==> src/rtl/dacif_pkg.sv <==
package dacif_pkg;

   // Nibble select as {a1,a0}; values are decoded by the staging register.
   typedef enum logic [1:0] {
      SEL_LOW_MID = 2'b00,
      SEL_MID     = 2'b01,
      SEL_LOW     = 2'b10,
      SEL_HIGH    = 2'b11
   } nib_sel_e;

   localparam int unsigned NUM_NIBBLES = 3;

endpackage

==> src/rtl/dacif_sync.sv <==
module dacif_sync #(
   parameter int unsigned   W       = 1,
   parameter int unsigned   STAGES  = 2,
   parameter logic [W-1:0]  RST_VAL = '0
) (
   input  logic         clk,
   input  logic         rst_n,
   input  logic [W-1:0] d,
   output logic [W-1:0] q
);

   logic [STAGES-1:0][W-1:0] stg;

   always_ff @(posedge clk or negedge rst_n) begin
      if (!rst_n) begin
         for (int s = 0; s < int'(STAGES); s++) stg[s] <= RST_VAL;
      end else begin
         stg[0] <= d;
         for (int s = 1; s < int'(STAGES); s++) stg[s] <= stg[s-1];
      end
   end

   assign q = stg[STAGES-1];

endmodule

==> src/rtl/dacif_input_reg.sv <==
module dacif_input_reg
   import dacif_pkg::*;
#(
   parameter int unsigned NIB_W = 4,
   parameter int unsigned SUB_W = 2,
   localparam int unsigned BUS_W = 2 * NIB_W,
   localparam int unsigned REG_W = NUM_NIBBLES * NIB_W
) (
   input  logic             clk,
   input  logic             rst_n,
   input  logic             wr_en,
   input  nib_sel_e         sel,
   input  logic [BUS_W-1:0] data,
   output logic [REG_W-1:0] in_reg,
   output logic             sub_err
);

   logic [NUM_NIBBLES-1:0] nib_en;

   always_comb begin
      nib_en    = '0;
      nib_en[0] = wr_en && (sel == SEL_LOW || sel == SEL_LOW_MID);
      nib_en[1] = wr_en && (sel == SEL_MID || sel == SEL_LOW_MID);
      nib_en[2] = wr_en && (sel == SEL_HIGH);
   end

   for (genvar i = 0; i < int'(NUM_NIBBLES); i++) begin : g_nib
      logic [NIB_W-1:0] q;
      logic [NIB_W-1:0] src;
      // Middle nibble uses the upper bus lines; low and high share the lower lines.
      if (i == 1) begin : g_upper
         assign src = data[BUS_W-1:NIB_W];
      end else begin : g_lower
         assign src = data[NIB_W-1:0];
      end
      always_ff @(posedge clk or negedge rst_n) begin
         if (!rst_n)        q <= '0;
         else if (nib_en[i]) q <= src;
      end
      assign in_reg[i*NIB_W +: NIB_W] = q;
   end

   always_ff @(posedge clk or negedge rst_n) begin
      if (!rst_n)                           sub_err <= 1'b0;
      else if (nib_en[0] && |data[SUB_W-1:0]) sub_err <= 1'b1;
   end

endmodule

==> src/rtl/dacif_output_reg.sv <==
module dacif_output_reg #(
   parameter int unsigned CODE_W = 10
) (
   input  logic              clk,
   input  logic              rst_n,
   input  logic              follow,
   input  logic [CODE_W-1:0] src,
   output logic [CODE_W-1:0] code
);

   always_ff @(posedge clk or negedge rst_n) begin
      if (!rst_n)      code <= '0;
      else if (follow) code <= src;
   end

endmodule

==> src/rtl/dac_nibble_if.sv <==
module dac_nibble_if
   import dacif_pkg::*;
#(
   parameter int unsigned NIB_W       = 4,
   parameter int unsigned SUB_W       = 2,
   parameter int unsigned SYNC_STAGES = 2
) (
   input  logic                                clk,
   input  logic                                por_n,
   input  logic                                cs_n,
   input  logic                                wr_n,
   input  logic                                ld_n,
   input  logic                                clr_n,
   input  logic [1:0]                          addr,
   input  logic [2*NIB_W-1:0]                  bus,
   output logic [NUM_NIBBLES*NIB_W-SUB_W-1:0]  code,
   output logic                                sub_lsb_err
);

   localparam int unsigned BUS_W  = 2 * NIB_W;
   localparam int unsigned REG_W  = NUM_NIBBLES * NIB_W;
   localparam int unsigned CODE_W = REG_W - SUB_W;
   localparam int unsigned CAP_W  = 2 + BUS_W;

   if (SYNC_STAGES < 2) begin : g_bad_sync
      $error("SYNC_STAGES must be at least 2");
   end
   if (SUB_W == 0 || SUB_W >= NIB_W) begin : g_bad_sub
      $error("SUB_W must lie between 1 and NIB_W-1");
   end

   logic cs_s, wr_s, ld_s, clr_s;
   logic [CAP_W-1:0] cap_d;

   dacif_sync #(.W(4), .STAGES(SYNC_STAGES), .RST_VAL(4'hF)) u_sync_ctl (
      .clk   (clk),
      .rst_n (por_n),
      .d     ({cs_n, wr_n, ld_n, clr_n}),
      .q     ({cs_s, wr_s, ld_s, clr_s})
   );

   // Address and data ride an equal-depth pipeline so they stay aligned with the strobes.
   dacif_sync #(.W(CAP_W), .STAGES(SYNC_STAGES), .RST_VAL('0)) u_sync_dat (
      .clk   (clk),
      .rst_n (por_n),
      .d     ({addr, bus}),
      .q     (cap_d)
   );

   logic             wr_prev, cs_prev;
   logic [1:0]       addr_prev;
   logic [BUS_W-1:0] bus_prev;

   always_ff @(posedge clk or negedge por_n) begin
      if (!por_n) begin
         wr_prev   <= 1'b1;
         cs_prev   <= 1'b1;
         addr_prev <= '0;
         bus_prev  <= '0;
      end else begin
         wr_prev   <= wr_s;
         cs_prev   <= cs_s;
         addr_prev <= cap_d[CAP_W-1 -: 2];
         bus_prev  <= cap_d[BUS_W-1:0];
      end
   end

   logic commit;
   assign commit = wr_s && !wr_prev && !cs_prev && clr_s;

   logic [REG_W-1:0] in_reg;

   dacif_input_reg #(.NIB_W(NIB_W), .SUB_W(SUB_W)) u_in (
      .clk     (clk),
      .rst_n   (por_n),
      .wr_en   (commit),
      .sel     (nib_sel_e'(addr_prev)),
      .data    (bus_prev),
      .in_reg  (in_reg),
      .sub_err (sub_lsb_err)
   );

   logic out_rst_n;
   assign out_rst_n = por_n & clr_n;

   dacif_output_reg #(.CODE_W(CODE_W)) u_out (
      .clk    (clk),
      .rst_n  (out_rst_n),
      .follow (!ld_s),
      .src    (in_reg[REG_W-1:SUB_W]),
      .code   (code)
   );

endmodule

==> config.mk <==
export PLATFORM = sky130hd
export DESIGN_NAME = dac_nibble_if
export DESIGN_NICKNAME = d
export VERILOG_FILES = /design/src/rtl/dacif_pkg.sv /design/src/rtl/dacif_sync.sv /design/src/rtl/dacif_input_reg.sv /design/src/rtl/dacif_output_reg.sv /design/src/rtl/dac_nibble_if.sv
export SDC_FILE = /design/constraint.sdc
export NUM_CORES = 1
export LEC_CHECK = 0
export ABC_AREA = 1
export BUFFER_PORTS_ARGS = -buffer_cell sky130_fd_sc_hd__clkbuf_2
export CELL_PAD_IN_SITES_DETAIL_PLACEMENT = 1
export CELL_PAD_IN_SITES_GLOBAL_PLACEMENT = 1
export CORE_MARGIN = 3
export CORE_UTILIZATION = 37
export CTS_BUF_LIST = sky130_fd_sc_hd__clkbuf_8
export DETAILED_ROUTE_END_ITERATION = 10
export GPL_TIMING_DRIVEN = 0
export PLACE_DENSITY = 0.62
export SLEW_MARGIN = 20
export SYNTH_ARGS = -nofsm -noshare
export SYNTH_HDL_FRONTEND = slang
export SYNTH_SLANG_ARGS = --single-unit
==> constraint.sdc <==
create_clock -name clk -period 1.2 [get_ports clk]
set_input_delay 0.18 -clock clk [delete_from_list [all_inputs] [get_ports clk]]
set_output_delay 0.18 -clock clk [all_outputs]
set_load 0.02 [all_outputs]
; ---- Word level (Yosys, flattened, before mapping)
; Cells that the tools add are included.
[totals]
register_bits = 63
out_inout_bits = 11
wordCells = 30
[classes]
eq_ne = 3
n_bitwise = 1
n_reduce_logical = 13
[op_table]
columns = op, count
row1 = logical AND 1 bit, 7
row2 = "== test 2 bit, second input constant", 2
row3 = "== test 2 x 1 -> 1 bit, second input constant", 1
row4 = zero test 1 bit, 2
row5 = zero test 2 bit, 1
row6 = logical OR 1 bit, 2
row7 = OR reduction 2 bit, 1
row8 = AND 1 bit, 1

; ---- Logic depth before layout (Yosys ltp)
[depth]
word_depth = 6
ltp_mapped = 5
ltp_nobuf = 5

; ---- Hierarchy
; A second synthesis with hierarchy kept.
[hier_totals]
hier_cells = 168
area_unflattened_um2 = 2070.7
[by_module_without_submodules]
columns = module, instances, cells_each, area_per_inst_um2
row1 = dacif_sync (u_sync_dat), 1, 30, 575.6
row2 = dacif_input_reg, 1, 64, 541.8
row3 = dacif_output_reg, 1, 42, 377.9
row4 = dac_nibble_if, 1, 20, 335.3
row5 = dacif_sync (u_sync_ctl), 1, 12, 240.2

; ---- Worst setup path after synthesis
; OpenSTA, ideal clock, no wires.
[synth_timing]
path_kind = register to register
startpoint = reg u_sync_ctl.stg, in the netlist u_sync_ctl.q[1]
endpoint = reg u_out.code[0]
setup_ps = 125
arrival_ps = 948
required_ps = 1075
setup_slack_ps = 127
path_stages_with_launch = 3
n_path_buf = 1
period_less_slack_ps = 1073
cell_sequence = dfstp_2 > buf_6 > mux2_2
[synth_rtl]
columns = element, line_no
row1 = "start, declared", dacif_sync.sv:12  ; logic [STAGES-1:0][W-1:0] stg;
row2 = "end signal, assigned", dacif_output_reg.sv:13  ; else if (follow) code <= src;
row3 = "end, declared", dacif_output_reg.sv:8  ; output logic [CODE_W-1:0] code
; No word-level cell between the ends.

; ---- Worst setup path after layout
[layout_timing]
startpoint = reg u_sync_ctl.stg, in the netlist u_sync_ctl.q[2]
endpoint = reg u_in.g_nib[2].q[1]
[layout_between]
elab_chain_len = 4
[layout_rtl]
columns = element, line_no
row1 = logical AND 1 bit (3 in a row), dac_nibble_if.sv:69  ; assign commit = wr_s && !wr_prev && !cs_prev && clr_s;
row2 = logical AND 1 bit, dacif_input_reg.sv:24  ; nib_en[2] = wr_en && (sel == SEL_HIGH);
row3 = "end signal, assigned", dacif_input_reg.sv:38  ; else if (nib_en[i]) q <= src;
row4 = "end, declared", dacif_input_reg.sv:28  ; logic [NIB_W-1:0] q;
; Every way passes these cells.
; A chain may end at the register's enable or synchronous reset.

==> impl_table.tex <==
\begin{tabular}{lr}
\hline
Metric & Value \\
\hline
\multicolumn{2}{l}{\textbf{Outcome}} \\
\quad Outcome & finished with violations \\
\quad Failing checks & negative hold slack \\
\multicolumn{2}{l}{\textbf{Finish}} \\
\quad Area Growth Syn to Fin & 29.0\% \\
\quad Fraction of the core area covered by cells at the end of the flow & 0.506 \\
\quad Final std cells w/o fill & 245 \\
\quad Storage element area & 1540 µm² \\
\quad Most common cell after layout, fill and taps aside & sky130\_fd\_sc\_hd\_\_dfrtp\_1 \\
\quad Antenna diodes & 0 \\
\quad Most frequent cells in the layout & sky130\_fd\_sc\_hd\_\_dfrtp\_1 (51), sky130\_fd\_sc\_hd\_\_nand2\_1 (25), sky130\_fd\_sc\_hd\_\_clkbuf\_2 (25), sky130\_fd\_sc\_hd\_\_dlygate4sd3\_1 (14), sky130\_fd\_sc\_hd\_\_nand4\_1 (11) \\
\quad Area of all placed cells without fillers & 2450 µm² \\
\quad Multi-input logic area & 302 µm² \\
\quad Filler instances & 498 \\
\quad Proportion of layout cells with a drive suffix above 1 & 0.365 \\
\quad Fin nets & 189 \\
\multicolumn{2}{l}{\textbf{Logic synthesis}} \\
\quad Post-synth top area share & 0.671 \\
\quad Most area-consuming cells after synthesis & sky130\_fd\_sc\_hd\_\_dfrtp\_1 (67\%), sky130\_fd\_sc\_hd\_\_dfstp\_2 (14\%), sky130\_fd\_sc\_hd\_\_mux2\_2 (5.9\%) \\
\quad Post-synth design cell area & 1900 µm² \\
\quad Count of yosys warnings during synthesis & 0 \\
\quad Gate count after technology mapping & 122 \\
\quad \#FFs+latches synth & 61 \\
\quad Count of different cell masters after synthesis & 10 \\
\quad Mean Syn Cell Area & 15.6 µm² \\
\quad Syn Nets & 138 \\
\quad Post-synth top area cell & sky130\_fd\_sc\_hd\_\_dfrtp\_1 \\
\quad Share of synthesized area occupied by flip-flops and latches & 0.810 \\
\multicolumn{2}{l}{\textbf{Clock tree}} \\
\quad Clock tree from TritonCTS & built \\
\quad Worst-path clk slew & 0.06 ns \\
\quad Count of H-tree levels built during CTS & 3 \\
\quad Number of buffers inserted during clock tree synthesis & 9 \\
\quad Buffer levels on the longest clock path & 2 \\
\quad Post-CTS Setup Bufs & 0 \\
\quad Source-to-sink clock delay at the later pin of the worst-skew pair & 0.32 ns \\
\quad Post-cts hold buffer count & 14 \\
\quad Sink Count & 61 \\
\quad CTS root buf & sky130\_fd\_sc\_hd\_\_clkbuf\_8 \\
\multicolumn{2}{l}{\textbf{Timing}} \\
\quad Setup repair after global routing missed its margin & yes \\
\quad Final slew viol count & 0 \\
\quad Final Hold Vio Count & 41 \\
\quad Maximum achievable frequency & 854 MHz \\
\quad Measured slew at the worst slew-check pin & 0.651 ns \\
\quad Tightest hold margin & -0.0851 ns \\
\quad Clock skew after layout & 0.00449 ns \\
\quad Worst rel slew slack & 0.566 \\
\quad Post-route worst setup slack & 0.0291 ns \\
\quad Fin crit period & 1.17 ns \\
\quad Final setup vio count & 0 \\
\quad Final cycle utilization of the critical path & 0.976 \\
\multicolumn{2}{l}{\textbf{Setup path}} \\
\quad Startpoint class of the critical path & flop \\
\quad Critical-path maximum fanout & 5 \\
\quad Worst r2r path cells & 5 \\
\quad Critical Path, Cell by Cell & nand2\_1, inv\_1, nand3\_1, nand2\_1, nand2\_1 \\
\quad Maximum cell stage delay along the critical path & 0.53 ns \\
\quad Capturing element type of the critical path & flop \\
\quad Number of buffer and inverter instances along the worst setup path & 1 \\
\quad Cell repeated most along the worst path & sky130\_fd\_sc\_hd\_\_nand2\_1 \\
\quad Instance count on the critical path & 5 \\
\quad Slowest cell on crit path & sky130\_fd\_sc\_hd\_\_dfstp\_2 \\
\quad Crit-path leading delay family & flip-flops \\
\quad Required @ worst endpoint & 1.41 ns \\
\quad Data arrival time at the worst-slack endpoint & 1.38 ns \\
\quad CP Class & flop to flop \\
\multicolumn{2}{l}{\textbf{Die}} \\
\quad Die outline area & 6030 µm² \\
\quad Die width & 77.7 µm \\
\quad I/O pins & 27 \\
\quad Die Y & 77.7 µm \\
\quad Number of rows in the core area & 25 \\
\quad Initial standard-cell utilization of the core & 0.392 \\
\quad Core area & 4850 µm² \\
\multicolumn{2}{l}{\textbf{Power and ir drop}} \\
\quad Combinational Power Share & 0.104 \\
\quad Maximum ir drop on the vdd rail & 0.762 mV \\
\quad Share of total power in sequential cells & 0.522 \\
\quad Leakage power summed over all cells & 0.00122 µW \\
\quad Switching portion of total power & 0.238 \\
\quad Relative contribution of the clock network to total power & 0.374 \\
\quad Ratio of total power to cell area & 1870 nW/µm² \\
\quad Cell internal power dissipation & 3490 µW \\
\quad Switching power total & 1090 µW \\
\multicolumn{2}{l}{\textbf{Routing}} \\
\quad DRC violation count after routing & 0 \\
\quad Total routed wirelength & 2.81 mm \\
\quad Per-cell routed wire length & 11.5 µm \\
\quad Via total after detailed routing & 1,051 \\
\quad Length of the first detailed-routing pass in iterations & 4 \\
\quad Detailed-route vias per instance & 4.29 \\
\quad First DRT Iteration DRCs & 55 \\
\quad Post-route antenna net violation count & 0 \\
\multicolumn{2}{l}{\textbf{GRT}} \\
\quad Residual overflow from global routing & 0 \\
\quad Maximum number of pins on one net before global-route repair & 53 \\
\quad Antenna violations before repair & 0 \\
\quad First-pass GRT wire length & 5.01 mm \\
\quad All-layer global routing usage & 0.111 \\
\quad Vias in the first global route & 1,152 \\
\multicolumn{2}{l}{\textbf{Placed design}} \\
\quad Post-placement cell count & 215 \\
\quad RePlAce Congestion & 0.774 \\
\quad Cell Area, Placed & 2120 µm² \\
\quad Post-DP HPWL & 1.90 mm \\
\quad Count of input and output buffers & 26 \\
\quad Pre-CTS setup slack & 0.0534 ns \\
\multicolumn{2}{l}{\textbf{Flow run}} \\
\quad Number of max-cap violations & 0 \\
\multicolumn{2}{l}{\textbf{Min path}} \\
\quad Worst min path class & input pin to async pin \\
\hline
\end{tabular}
[worst reg2reg max path, cell delays in order (launching register included)]
cell and delay, ns:
sky130_fd_sc_hd__dfstp_2 0.53, sky130_fd_sc_hd__nand2_1 0.05, sky130_fd_sc_hd__inv_1 0.15, sky130_fd_sc_hd__nand3_1 0.17
sky130_fd_sc_hd__nand2_1 0.11, sky130_fd_sc_hd__nand2_1 0.06
[synthesized netlist by cell type]
library cell,count
sky130_fd_sc_hd__nor2_4,1
sky130_fd_sc_hd__nand2_1,25
sky130_fd_sc_hd__nand3_1,3
sky130_fd_sc_hd__inv_1,8
sky130_fd_sc_hd__buf_4,1
sky130_fd_sc_hd__mux2_2,10
sky130_fd_sc_hd__buf_6,2
sky130_fd_sc_hd__dfstp_2,10
sky130_fd_sc_hd__nand4_1,11
sky130_fd_sc_hd__dfrtp_1,51
[final timing paths]
check | from | slack (ns) | end
min in group clk | u_sync_dat.q[9]$_DFF_PN0_ | 0.35 | addr_prev[1]$_DFF_PN0_
max reg2reg | u_sync_ctl.q[2]$_DFF_PN1_ | 0.03 | u_in.g_nib[2].q[1]$_DFFE_PN0P_
min | por_n | -0.09 | u_sync_dat.stg[6]$_DFF_PN0_
max in group asynchronous | clr_n | 0.50 | u_out.code[3]$_DFFE_PN0N_
max | u_sync_ctl.q[2]$_DFF_PN1_ | 0.03 | u_in.g_nib[2].q[1]$_DFFE_PN0P_
min reg2reg | u_sync_dat.q[9]$_DFF_PN0_ | 0.35 | addr_prev[1]$_DFF_PN0_
[state kept, by name, indices dropped and copies added (netlist names)]
name,cells
u_in.g_nib.q,10
u_out.code,10
u_sync_dat.q,10
u_sync_dat.stg,10
bus_prev,8
u_sync_ctl.q,4
u_sync_ctl.stg,4
addr_prev,2
cs_prev,1
u_in.sub_err,1
wr_prev,1
[power groups by stage]
stage | Combinational [µW] | Sequential (µW) | Clock, µW
4_1_cts | 484 | 2400 | 1770
3_3_place_gp | 431 | 2410 | 0
6_report | 475 | 2390 | 1710
2_1_floorplan | 166 | 2510 | 0
5_1_grt | 526 | 2420 | 1860
3_5_place_dp | 445 | 2430 | 0
[through the flow]
step	total power [µW]	setup TNS, ns
floorplan	2670	0
detailed placement	2880	0
finish	4580	0
CTS	4650	0
global placement	2840	-2.30
global route	4810	-0.225
[cell type report]
cell class / instances / area share
plain buffers: 3 / 0.0138
repair buffers: 40 / 0.111
clock inverters: 6 / 0.0219
inverters: 8 / 0.0122
flip-flops and latches: 61 / 0.628
well taps: 67 / 0.0342
clock buffers: 10 / 0.0561
multi-input cells: 50 / 0.123
[cells by family after synthesis]
kind of cell / after synthesis / synth area share
buffers and inverters: 11 / 0.0316
DFF: 61 / 0.810
muxes: 10 / 0.0593
and+or+nand+nor: 40 / 0.0994
[metal layers]
layer | track usage | routed length [µm]
met1 | 0.123 | 1210
met2 | 0.172 | 1410
met3 | 0.0360 | 149
met4 | 0.0961 | 43
met5 | 0 | 0
[timing repair]
action                                  4_1_cts  5_1_grt
endpoints found under the setup margin        0        8
gates resized for setup                       0        1
endpoints found under the hold margin        65       41
(Power assumes the default switching activity.)
